===== config.mk =====
export PLATFORM = sky130hd
export DESIGN_NAME = wdog_posted
export DESIGN_NICKNAME = d
export VERILOG_FILES = /design/src/rtl/wdt_pkg.sv /design/src/rtl/wdt_post.sv /design/src/rtl/wdt_arm_seq.sv /design/src/rtl/wdt_count.sv /design/src/rtl/wdog_posted.sv
export SDC_FILE = /design/constraint.sdc
export NUM_CORES = 1
export LEC_CHECK = 0
export ABC_AREA = 1
export CAP_MARGIN = 20
export CORE_MARGIN = 1.5
export CORE_UTILIZATION = 54
export CTS_CLUSTER_SIZE = 20
export DETAILED_ROUTE_END_ITERATION = 7
export PLACE_DENSITY = 0.76
export SYNTH_ARGS = -nofsm -noshare
export SYNTH_HDL_FRONTEND = slang
export SYNTH_SLANG_ARGS = --single-unit
export TNS_END_PERCENT = 5

===== constraint.sdc =====
create_clock -name clk_i -period 1.7 [get_ports clk_i]
set_input_delay 0.34 -clock clk_i [delete_from_list [all_inputs] [get_ports clk_i]]
set_output_delay 0.34 -clock clk_i [all_outputs]
set_load 0.1 [all_outputs]

===== src/rtl/wdt_pkg.sv =====
package wdt_pkg;
  localparam int ADDR_W = 3;
  localparam int NSLOT  = 4;

  // slot order is also the pending-status bit order
  localparam int SL_CTRL = 0;
  localparam int SL_LOAD = 1;
  localparam int SL_TRIG = 2;
  localparam int SL_ARM  = 3;

  localparam logic [ADDR_W-1:0] A_CTRL  = 3'd0;
  localparam logic [ADDR_W-1:0] A_LOAD  = 3'd1;
  localparam logic [ADDR_W-1:0] A_COUNT = 3'd2;
  localparam logic [ADDR_W-1:0] A_TRIG  = 3'd3;
  localparam logic [ADDR_W-1:0] A_ARM   = 3'd4;
  localparam logic [ADDR_W-1:0] A_PEND  = 3'd5;

  localparam logic [15:0] KEY_ON1  = 16'hBBBB;
  localparam logic [15:0] KEY_ON2  = 16'h4444;
  localparam logic [15:0] KEY_OFF1 = 16'hAAAA;
  localparam logic [15:0] KEY_OFF2 = 16'h5555;

  typedef enum logic [1:0] {SEQ_IDLE, SEQ_ON, SEQ_OFF} seq_e;

  function automatic logic [ADDR_W-1:0] slot_addr(int s);
    case (s)
      SL_CTRL: return A_CTRL;
      SL_LOAD: return A_LOAD;
      SL_TRIG: return A_TRIG;
      default: return A_ARM;
    endcase
  endfunction
endpackage


===== src/rtl/wdt_post.sv =====
module wdt_post #(
  parameter int DW         = 32,
  parameter int POST_TICKS = 4
) (
  input  logic          clk_i,
  input  logic          rst_ni,
  input  logic          tick_i,
  input  logic          wr_i,
  input  logic [DW-1:0] wdata_i,
  output logic          pend_o,
  output logic          apply_o,
  output logic [DW-1:0] data_o
);
  localparam int CW = $clog2(POST_TICKS + 1);

  logic          pend_q;
  logic [CW-1:0] left_q;
  logic [DW-1:0] data_q;

  always_ff @(posedge clk_i or negedge rst_ni) begin
    if (!rst_ni) begin
      pend_q <= 1'b0;
      left_q <= '0;
      data_q <= '0;
    end else if (wr_i && !pend_q) begin
      pend_q <= 1'b1;
      left_q <= CW'(POST_TICKS);
      data_q <= wdata_i;
    end else if (pend_q && tick_i) begin
      left_q <= left_q - 1'b1;
      if (left_q == CW'(1)) pend_q <= 1'b0;
    end
  end

  assign apply_o = pend_q && tick_i && (left_q == CW'(1));
  assign pend_o  = pend_q;
  assign data_o  = data_q;

  assert_pend_hold_R2: assert property (@(posedge clk_i) disable iff (!rst_ni)
    (pend_q && !tick_i) |=> pend_q);
  assert_pend_clear_R2: assert property (@(posedge clk_i) disable iff (!rst_ni)
    $fell(pend_q) |-> $past(tick_i));
  assert_drop_R3: assert property (@(posedge clk_i) disable iff (!rst_ni)
    (pend_q && wr_i) |=> $stable(data_q));
endmodule


===== src/rtl/wdt_arm_seq.sv =====
module wdt_arm_seq
  import wdt_pkg::*;
#(
  parameter int DW = 32
) (
  input  logic          clk_i,
  input  logic          rst_ni,
  input  logic          apply_i,
  input  logic [DW-1:0] data_i,
  output logic          run_o
);
  seq_e st_q;
  logic run_q;
  logic is_on1, is_on2, is_off1, is_off2;

  assign is_on1  = data_i == DW'(KEY_ON1);
  assign is_on2  = data_i == DW'(KEY_ON2);
  assign is_off1 = data_i == DW'(KEY_OFF1);
  assign is_off2 = data_i == DW'(KEY_OFF2);

  always_ff @(posedge clk_i or negedge rst_ni) begin
    if (!rst_ni) begin
      st_q  <= SEQ_IDLE;
      run_q <= 1'b0;
    end else if (apply_i) begin
      if (st_q == SEQ_ON && is_on2) begin
        run_q <= 1'b1;
        st_q  <= SEQ_IDLE;
      end else if (st_q == SEQ_OFF && is_off2) begin
        run_q <= 1'b0;
        st_q  <= SEQ_IDLE;
      end else if (is_on1) begin
        st_q <= SEQ_ON;
      end else if (is_off1) begin
        st_q <= SEQ_OFF;
      end else begin
        st_q <= SEQ_IDLE;
      end
    end
  end

  assign run_o = run_q;

  assert_start_R4: assert property (@(posedge clk_i) disable iff (!rst_ni)
    $rose(run_q) |-> $past(apply_i && is_on2));
  assert_stop_R5: assert property (@(posedge clk_i) disable iff (!rst_ni)
    $fell(run_q) |-> $past(apply_i && is_off2));
  assert_cancel_R6: assert property (@(posedge clk_i) disable iff (!rst_ni)
    (apply_i && !is_on1 && !is_on2 && !is_off1 && !is_off2) |=> $stable(run_q));
endmodule


===== src/rtl/wdt_count.sv =====
module wdt_count #(
  parameter int          DW      = 32,
  parameter int          RATIO_W = 3,
  parameter logic [DW-1:0] CNT_RST = '0
) (
  input  logic               clk_i,
  input  logic               rst_ni,
  input  logic               tick_i,
  input  logic               run_i,
  input  logic               pre_en_i,
  input  logic [RATIO_W-1:0] ratio_i,
  input  logic [DW-1:0]      load_i,
  input  logic               reload_i,
  output logic [DW-1:0]      cnt_o,
  output logic               ovf_o
);
  localparam int PRE_W = (1 << RATIO_W) - 1;

  logic [PRE_W-1:0] pre_q, pre_mask;
  logic [DW-1:0]    cnt_q;
  logic             pre_hit, step, at_top;

  assign pre_mask = {PRE_W{1'b1}} >> (PRE_W - int'(ratio_i));
  assign pre_hit  = pre_q >= pre_mask;
  assign step     = tick_i && run_i && (!pre_en_i || pre_hit);
  assign at_top   = &cnt_q;
  assign ovf_o    = step && at_top && !reload_i;

  always_ff @(posedge clk_i or negedge rst_ni) begin
    if (!rst_ni) begin
      pre_q <= '0;
    end else if (!run_i || !pre_en_i) begin
      pre_q <= '0;
    end else if (tick_i) begin
      pre_q <= pre_hit ? '0 : pre_q + 1'b1;
    end
  end

  always_ff @(posedge clk_i or negedge rst_ni) begin
    if (!rst_ni) begin
      cnt_q <= CNT_RST;
    end else if (reload_i) begin
      cnt_q <= load_i;
    end else if (step) begin
      cnt_q <= at_top ? load_i : cnt_q + 1'b1;
    end
  end

  assign cnt_o = cnt_q;

  assert_hold_R7: assert property (@(posedge clk_i) disable iff (!rst_ni)
    (!run_i && !reload_i) |=> $stable(cnt_q));
  assert_reload_R9: assert property (@(posedge clk_i) disable iff (!rst_ni)
    reload_i |=> cnt_q == $past(load_i));
  assert_no_tick_R8: assert property (@(posedge clk_i) disable iff (!rst_ni)
    (!tick_i && !reload_i) |=> $stable(cnt_q));
endmodule


===== src/rtl/wdog_posted.sv =====
module wdog_posted
  import wdt_pkg::*;
#(
  parameter int              DATA_W     = 32,
  parameter int              RATIO_W    = 3,
  parameter int              POST_TICKS = 4,
  parameter logic [DATA_W-1:0] LOAD_RST = '0
) (
  input  logic              clk_i,
  input  logic              rst_ni,
  input  logic              tick_i,
  input  logic              we_i,
  input  logic [ADDR_W-1:0] addr_i,
  input  logic [DATA_W-1:0] wdata_i,
  output logic [DATA_W-1:0] rdata_o,
  output logic              rst_req_o
);
  localparam int CTRL_W = RATIO_W + 1;

  logic [NSLOT-1:0]  pend_v, apply_v;
  logic [DATA_W-1:0] sdata [1:NSLOT-1];
  logic [CTRL_W-1:0] ctrl_sd;

  for (genvar s = 0; s < NSLOT; s++) begin : g_slot
    logic wr;
    assign wr = we_i && (addr_i == slot_addr(s));
    if (s == SL_CTRL) begin : g_narrow
      wdt_post #(.DW(CTRL_W), .POST_TICKS(POST_TICKS)) u_post (
        .clk_i, .rst_ni, .tick_i,
        .wr_i    (wr),
        .wdata_i (wdata_i[CTRL_W-1:0]),
        .pend_o  (pend_v[s]),
        .apply_o (apply_v[s]),
        .data_o  (ctrl_sd)
      );
    end else begin : g_wide
      wdt_post #(.DW(DATA_W), .POST_TICKS(POST_TICKS)) u_post (
        .clk_i, .rst_ni, .tick_i,
        .wr_i    (wr),
        .wdata_i (wdata_i),
        .pend_o  (pend_v[s]),
        .apply_o (apply_v[s]),
        .data_o  (sdata[s])
      );
    end
  end

  logic               pre_en_q;
  logic [RATIO_W-1:0] ratio_q;
  logic [DATA_W-1:0]  load_q, trig_q, cnt;
  logic               run, ovf, trig_reload, rst_req_q;

  assign trig_reload = apply_v[SL_TRIG] && (sdata[SL_TRIG] != trig_q);

  always_ff @(posedge clk_i or negedge rst_ni) begin
    if (!rst_ni) begin
      pre_en_q  <= 1'b0;
      ratio_q   <= '0;
      load_q    <= LOAD_RST;
      trig_q    <= '0;
      rst_req_q <= 1'b0;
    end else begin
      if (apply_v[SL_CTRL]) begin
        pre_en_q <= ctrl_sd[0];
        ratio_q  <= ctrl_sd[CTRL_W-1:1];
      end
      if (apply_v[SL_LOAD]) load_q <= sdata[SL_LOAD];
      if (apply_v[SL_TRIG]) trig_q <= sdata[SL_TRIG];
      rst_req_q <= ovf;
    end
  end

  wdt_arm_seq #(.DW(DATA_W)) u_arm (
    .clk_i, .rst_ni,
    .apply_i (apply_v[SL_ARM]),
    .data_i  (sdata[SL_ARM]),
    .run_o   (run)
  );

  wdt_count #(.DW(DATA_W), .RATIO_W(RATIO_W), .CNT_RST(LOAD_RST)) u_cnt (
    .clk_i, .rst_ni, .tick_i,
    .run_i    (run),
    .pre_en_i (pre_en_q),
    .ratio_i  (ratio_q),
    .load_i   (load_q),
    .reload_i (trig_reload),
    .cnt_o    (cnt),
    .ovf_o    (ovf)
  );

  always_comb begin
    case (addr_i)
      A_CTRL:  rdata_o = DATA_W'({ratio_q, pre_en_q});
      A_LOAD:  rdata_o = load_q;
      A_COUNT: rdata_o = cnt;
      A_TRIG:  rdata_o = trig_q;
      A_ARM:   rdata_o = DATA_W'(run);
      A_PEND:  rdata_o = DATA_W'(pend_v);
      default: rdata_o = '0;
    endcase
  end

  assign rst_req_o = rst_req_q;

  assert_pulse_R10: assert property (@(posedge clk_i) disable iff (!rst_ni)
    rst_req_o |=> !rst_req_o);
  assert_armed_R10: assert property (@(posedge clk_i) disable iff (!rst_ni)
    rst_req_o |-> $past(run && tick_i));
  assert_collide_R11: assert property (@(posedge clk_i) disable iff (!rst_ni)
    trig_reload |=> !rst_req_o);
endmodule


# Yosys cells after proc, flatten, opt, wreduce, memory -nomap -nowiden
# Cells that the tools add are included.
# totals
ff_bits,227
latchBits,0
ram_bits,0
rom_bits,0
input_bits,39
output_inout_bits,33
word_cells,129
mem_count,0
# classes
n_addsub,7
mul,0
n_div,0
magnitude_cmp,1
eq_ne,16
shifts,1
n_mux,33
n_bitwise,0
n_reduce_logical,50
# op_table
cell,count
$pmux W32 S6,1
$mux W32,3
$eq A32 B15 Y1 const B,2
$eq A32 B16 Y1 const B,2
$add A32 B1 Y32 const B,1
$ne A32 B32 Y1,1
$reduce_and A32 Y1,1
$shr A7 B32 Y7 const A,1
$mux W3,8
$logic_and A1 B1 Y1,23
$reduce_bool A2 Y1,11
$mux W7,3
$eq A3 B1 Y1 const B,5
$mux W1,14
$sub A3 B1 Y3 const B,4
$reduce_and A2 Y1,5
$mux W2,4
$add A7 B1 Y7 const B,1
$ge A7 B7 Y1,1
$logic_not A1 Y1,7
$eq A3 B2 Y1 const B,2
$eq A3 B3 Y1 const B,2
$sub A3 B3 Y4 const A,1
$logic_not A3 Y1,1
other kinds (3),4

# Logic depth before layout (Yosys ltp)
# depth
word_depth,7
depth_mapped,15
depth_no_buf,14

# By module
# From an unflattened synthesis, not the netlist that was laid out.
# hier_totals
cells_unflattened,1666
hier_area_um2,12146.6
# modules_own_cells
mod,instances,cells_each,area_per_inst_um2,seq_area_each_um2
wdt_post (g_slot[1].g_wide.u_post ...),3,162,1480.2,900.9
wdog_posted,1,540,3797.4,1726.7
wdt_count,1,528,3165.5,975.9
wdt_arm_seq,1,72,377.9,75.1
wdt_post (g_slot[0].g_narrow.u_post),1,40,365.4,200.2

# Worst setup path after synthesis
# No wires, ideal clock.
# synth_timing
path_kind,input-to-output
startpoint,in addr_i[0]
endpoint,out rdata_o[10]
t_arrival_ns,3.036
required_time_ns,1.360
path_slack_ns,-1.676
stages,4
n_path_buf,0
path_cell_list,inv_1 nor3_2 clkinv_1 o21ai_0
# synth_between
elab_chain_cells,2
word_cells_on_any_way,7
classes_between,eq/ne (5); mux (1); reduce/logical (1)
# synth_lines
item,line,rtl
"start, declared",wdog_posted.sv:13,"input logic [ADDR_W-1:0] addr_i,"
"$eq A3 B3 Y1, or another cell as far along",wdog_posted.sv:92,case (addr_i)
$pmux W32 S6 (*),wdog_posted.sv:92,
"end, declared",wdog_posted.sv:15,"output logic [DATA_W-1:0] rdata_o,"
# Mark *: on every way between the ends. The rest lies on a longest branch, timed or not.

# Worst setup path after layout
# layout_timing
startpoint,reg ratio_q[1]
endpoint,"reg u_cnt.cnt_q[21], in the netlist u_cnt.cnt_o[21]"
# layout_between
elab_chain_cells,6
# layout_lines
item,line,rtl
"start, declared",wdog_posted.sv:49,logic [RATIO_W-1:0] ratio_q;
"start signal, assigned",wdog_posted.sv:65,ratio_q <= ctrl_sd[CTRL_W-1:1];
$sub A3 B3 Y4,wdt_count.sv:23,assign pre_mask = {PRE_W{1'b1}} >> (PRE_W - int'(ratio_i));
$shr A7 B32 Y7,wdt_count.sv:23,
$ge A7 B7 Y1,wdt_count.sv:24,assign pre_hit = pre_q >= pre_mask;
$logic_or A1 B1 Y1,wdt_count.sv:25,assign step = tick_i && run_i && (!pre_en_i || pre_hit);
$logic_and A1 B1 Y1,wdt_count.sv:25,
$reduce_bool A2 Y1 (no line),n/a,
"end signal, assigned",wdt_count.sv:43,cnt_q <= load_i;
"end signal, assigned",wdt_count.sv:45,cnt_q <= at_top ? load_i : cnt_q + 1'b1;
"end, declared",wdt_count.sv:20,logic [DW-1:0] cnt_q;
# Every way passes these cells.
# A chain may end at the register's enable or synchronous reset.

==> flow_metrics.env <==
export IMPL_clkLatencyLatePin_ns=0.55
export IMPL_layout_cells_non_filler=2138
export IMPL_multi_input_area_um2=5830
export IMPL_clock_path_buffers=3
export IMPL_period_needed_ns=2.14
export IMPL_tritoncts="built"
export IMPL_hp_class="input pin to asynchronous set/reset pin"
export IMPL_grt_max_degree=68
export IMPL_ys_top_cells_by_count="nand2_1 (630), dfrtp_1 (227), o21ai_0 (159)"
export IMPL_slew_headroom=0.618
export IMPL_reg2regPathDepth=10
export IMPL_fillers=1543
export IMPL_worstPathMaxFanout=9
export IMPL_synthCells=1601
export IMPL_ys_ff_latch=227
export IMPL_yosys_cell_count_top_type="nand2_1"
export IMPL_regArea_um2=5690
export IMPL_drt_iter0_markers=1436
export IMPL_leakagePower_nw=8.17
export IMPL_finalSetupViolCount=72
export IMPL_critPathCaptureType="register"
export IMPL_slew_violations=0
export IMPL_port_buffers=71
export IMPL_drt_first_pass_iters=6
export IMPL_async_flop_share=1.00
export IMPL_place_area_um2=14800
export IMPL_yosys_area_top_type="dfrtp_1"
export IMPL_yosysWarnings=0
export IMPL_synth_cell_types=39
export IMPL_stdcell_area_um2=16500
export IMPL_antenna_found_initial=0
export IMPL_ant_nets=0
export IMPL_start_util=0.550
export IMPL_numCtsBuffers=26
export IMPL_areaGrowthSynthToFinish_pct=37.5
export IMPL_die_area_um2=23100
export IMPL_endpoint="u_cnt.cnt_o[21]$_DFFE_PN0P_"
export IMPL_p_sw_mw=9.19
export IMPL_met3_length_um=3730
export IMPL_cp_arrival_ns=2.57
export IMPL_wl_per_cell_um=18.2
export IMPL_r2r_end="u_cnt.cnt_o[21]$_DFFE_PN0P_"
export IMPL_drive_gt1_frac=0.221
export IMPL_finalPower_mw=23.7
export IMPL_startpoint="ratio_q[1]$_DFFE_PN0P_"
export IMPL_num_vias=12000
export IMPL_cts_sinks=227
export IMPL_root_buffer="clkbuf_16"
export IMPL_cts_clk_slew_worst_paths_ns=0.06
export IMPL_fmax_ghz=0.468
export IMPL_rows=54
export IMPL_coreArea_um2=21800
export IMPL_boundaryPins=72
export IMPL_fin_crit_sh=1.26
export IMPL_cap_violations=0
export IMPL_fin_worst_skew_ns=0.0207
export IMPL_clkPwrFrac=0.235
export IMPL_viasPerCell=5.63
export IMPL_synth_top_cell_area_share=0.475
export IMPL_syn_area_per_cell_um2=7.47
export IMPL_dpl_hpwl_um=25900
export IMPL_die_y_um=152
export IMPL_top_layer="met4"
export IMPL_syn_nets=1657
export IMPL_failed_checks="setup timing"
export IMPL_synth_edf_count=0
export IMPL_wl_um=39000
export IMPL_grt_ovfl_total=0
export IMPL_pwr_share_comb=0.374
export IMPL_r2r_start="ratio_q[1]$_DFFE_PN0P_"
export IMPL_critPathKind="register to register"
export IMPL_synth_ff_type="dfrtp_1"
export IMPL_cell_internal_pwr_mw=14.6
export IMPL_cp_start_kind="register"
export IMPL_crit_required_ns=2.13
export IMPL_grt_use_total=0.337
export IMPL_seq_area_frac_synth=0.475
export IMPL_wl_met1_um=15700
export IMPL_peakVddDrop_mv=0.961
export IMPL_grt_pass1_wl_um=62100
export IMPL_htreeDepth=1
export IMPL_p_per_area_nw_per_um2=1440
export IMPL_synthTopCellsByArea="dfrtp_1 (47%), nand2_1 (20%), o21ai_0 (6.6%), nand3_1 (5.1%), inv_1 (4.7%)"
export IMPL_layout_nets=1896
export IMPL_tightest_slew_ns=0.574
export IMPL_setup_ws_ns=-0.437
export IMPL_drc=0
export IMPL_grt_pass1_vias=11900
export IMPL_place_inst=2075
export IMPL_r2r_slack_ns=-0.44
export IMPL_place_congestion=0.985
export IMPL_tns_ns=-22.26
export IMPL_fin_util=0.756
export IMPL_power_switching_share=0.387
export IMPL_diodes=0
export IMPL_rsz0062_at_grt="true"
export IMPL_die_x_um=152
export IMPL_status="finished with violations"
export IMPL_seq_power_share=0.392
export IMPL_wl_met2_um=17700
export IMPL_finalHoldViolCount=0
export IMPL_syn_area_um2=12000
==> area by class of cell <==
type / count / share of cell area
Clock buffer: 38 / 0.0459
Clock inverter: 8 / 0.00616
Inverter: 156 / 0.0385
Multi-Input combinational cell: 1151 / 0.354
Sequential cell: 227 / 0.346
Tap cell: 280 / 0.0213
Timing Repair Buffer: 277 / 0.188
Timing Repair inverter: 1 / 0.000380
==> flip-flops by register name (all words and copies together) (netlist names) <==
name and cells:
u_arm.run_o 1, rst_req_o 1, g_slot.g_narrow.u_post.left_q 3, u_arm.st_q 2, g_slot.g_wide.u_post.left_q 9, u_cnt.cnt_o 32, g_slot.g_narrow.u_post.data_o 4, u_cnt.pre_q 7
trig_q 32, ratio_q 3, g_slot.g_narrow.u_post.pend_o 1, load_q 32, g_slot.g_wide.u_post.data_o 96, pre_en_q 1, g_slot.g_wide.u_post.pend_o 3
==> worst min-delay path by stage <==
| stage | to | slack (ns) | cells after the start |
|---|---|---|---|
| final | g_slot[0].g_narrow.u_post.pend_o$_DFFE_PN0P_ | 0.35 | 2 |
| after global routing | g_slot[0].g_narrow.u_post.pend_o$_DFFE_PN0P_ | 0.38 | 2 |
| after CTS | trig_q[1]$_DFFE_PN0P_ | 0.36 | 2 |
| after detailed placement | trig_q[1]$_DFFE_PN0P_ | 0.34 | 1 |
| after global placement | g_slot[0].g_narrow.u_post.left_q[1]$_DFFE_PN0P_ | 0.34 | 1 |
| after floorplan | g_slot[0].g_narrow.u_post.data_o[0]$_DFFE_PN0P_ | 0.04 | 0 |
==> power by group through the flow <==
stage          Combinational (mW)  Clock, mW  Sequential [mW]
6_report                     8.88       5.57             9.30
5_1_grt                      9.74       5.83             9.50
4_1_cts                      8.60       5.60             9.20
3_5_place_dp                 8.08          0             9.17
3_3_place_gp                 7.79          0             9.05
2_1_floorplan                4.84          0             8.74
==> cells in the final DEF, fill, tap and decap left out, types with 4 or more instances in the layout <==
master / netlist / final
buf_4: 5 / 142
o211ai_1: 4 / 4
clkbuf_16: 0 / 28
dfrtp_1: 227 / 221
o21ai_1: 10 / 20
o22ai_1: 5 / 5
clkbuf_8: 0 / 6
a22oi_2: 0 / 21
nand3_1: 121 / 116
nor4_1: 5 / 5
nand4_1: 7 / 7
nor2_2: 2 / 4
buf_8: 0 / 5
nand2_1: 630 / 605
nor2_1: 78 / 76
nand2_4: 0 / 4
nand3_2: 0 / 4
ha_1: 17 / 16
clkdlybuf4s50_1: 0 / 34
o21ai_0: 159 / 135
dfrtp_2: 0 / 6
a21oi_2: 0 / 5
nor3_4: 1 / 4
o21ai_2: 0 / 12
nand2_2: 14 / 34
inv_2: 2 / 8
buf_12: 1 / 51
xor2_1: 12 / 12
buf_16: 0 / 4
a21oi_1: 10 / 5
buf_6: 1 / 36
clkbuf_1: 45 / 6
xnor2_1: 27 / 27
inv_1: 150 / 140
==> critical path, cell delays in order, from the launching register on <==
cell and delay [ns]:
dfrtp_2 0.44, o21ai_1 0.15, ha_1 0.27, a21oi_2 0.15
o21a_1 0.13, nand4_1 0.24, nand3_4 0.22, nand2_8 0.10
clkbuf_16 0.18, nand2_1 0.07, nand2_1 0.04
==> timing repair <==
action                     CTS  global route
setup buffers                8             1
pin swaps                   36            25
setup endpoints to repair   72            75
hold endpoints to repair    49             0
resized for setup          132            35
hold buffers                 1             0
gates cloned                 5             2
==> metrics by stage <==
step	hold WS, ns	setup slack, ns
2_1_floorplan	0.0444	-0.892
3_3_place_gp	0.341	-0.679
3_5_place_dp	0.344	-0.693
4_1_cts	0.357	-0.397
5_1_grt	0.381	-0.563
6_report	0.349	-0.437
==> per-layer routing <==
layer  vias up  global-route usage
met4         0               0.161
li1       5582                   -
met1      5672               0.454
met2       656               0.524
met3       136              0.0687
met5         -                   0
==> cells by family (layout without fill, tap and decap cells) <==
kind of cell | Yosys count | after routing | share of synthesized area
AO/OA/AOI/OAI | 220 | 220 | 0.101
XOR/XNOR | 39 | 39 | 0.0285
adder cells (fa/ha/maj) | 17 | 17 | 0.0178
buffers and inverters | 223 | 480 | 0.0755
flip-flops | 227 | 227 | 0.475
AND/OR/NAND/NOR | 875 | 875 | 0.303
(Power assumes the default switching activity.)
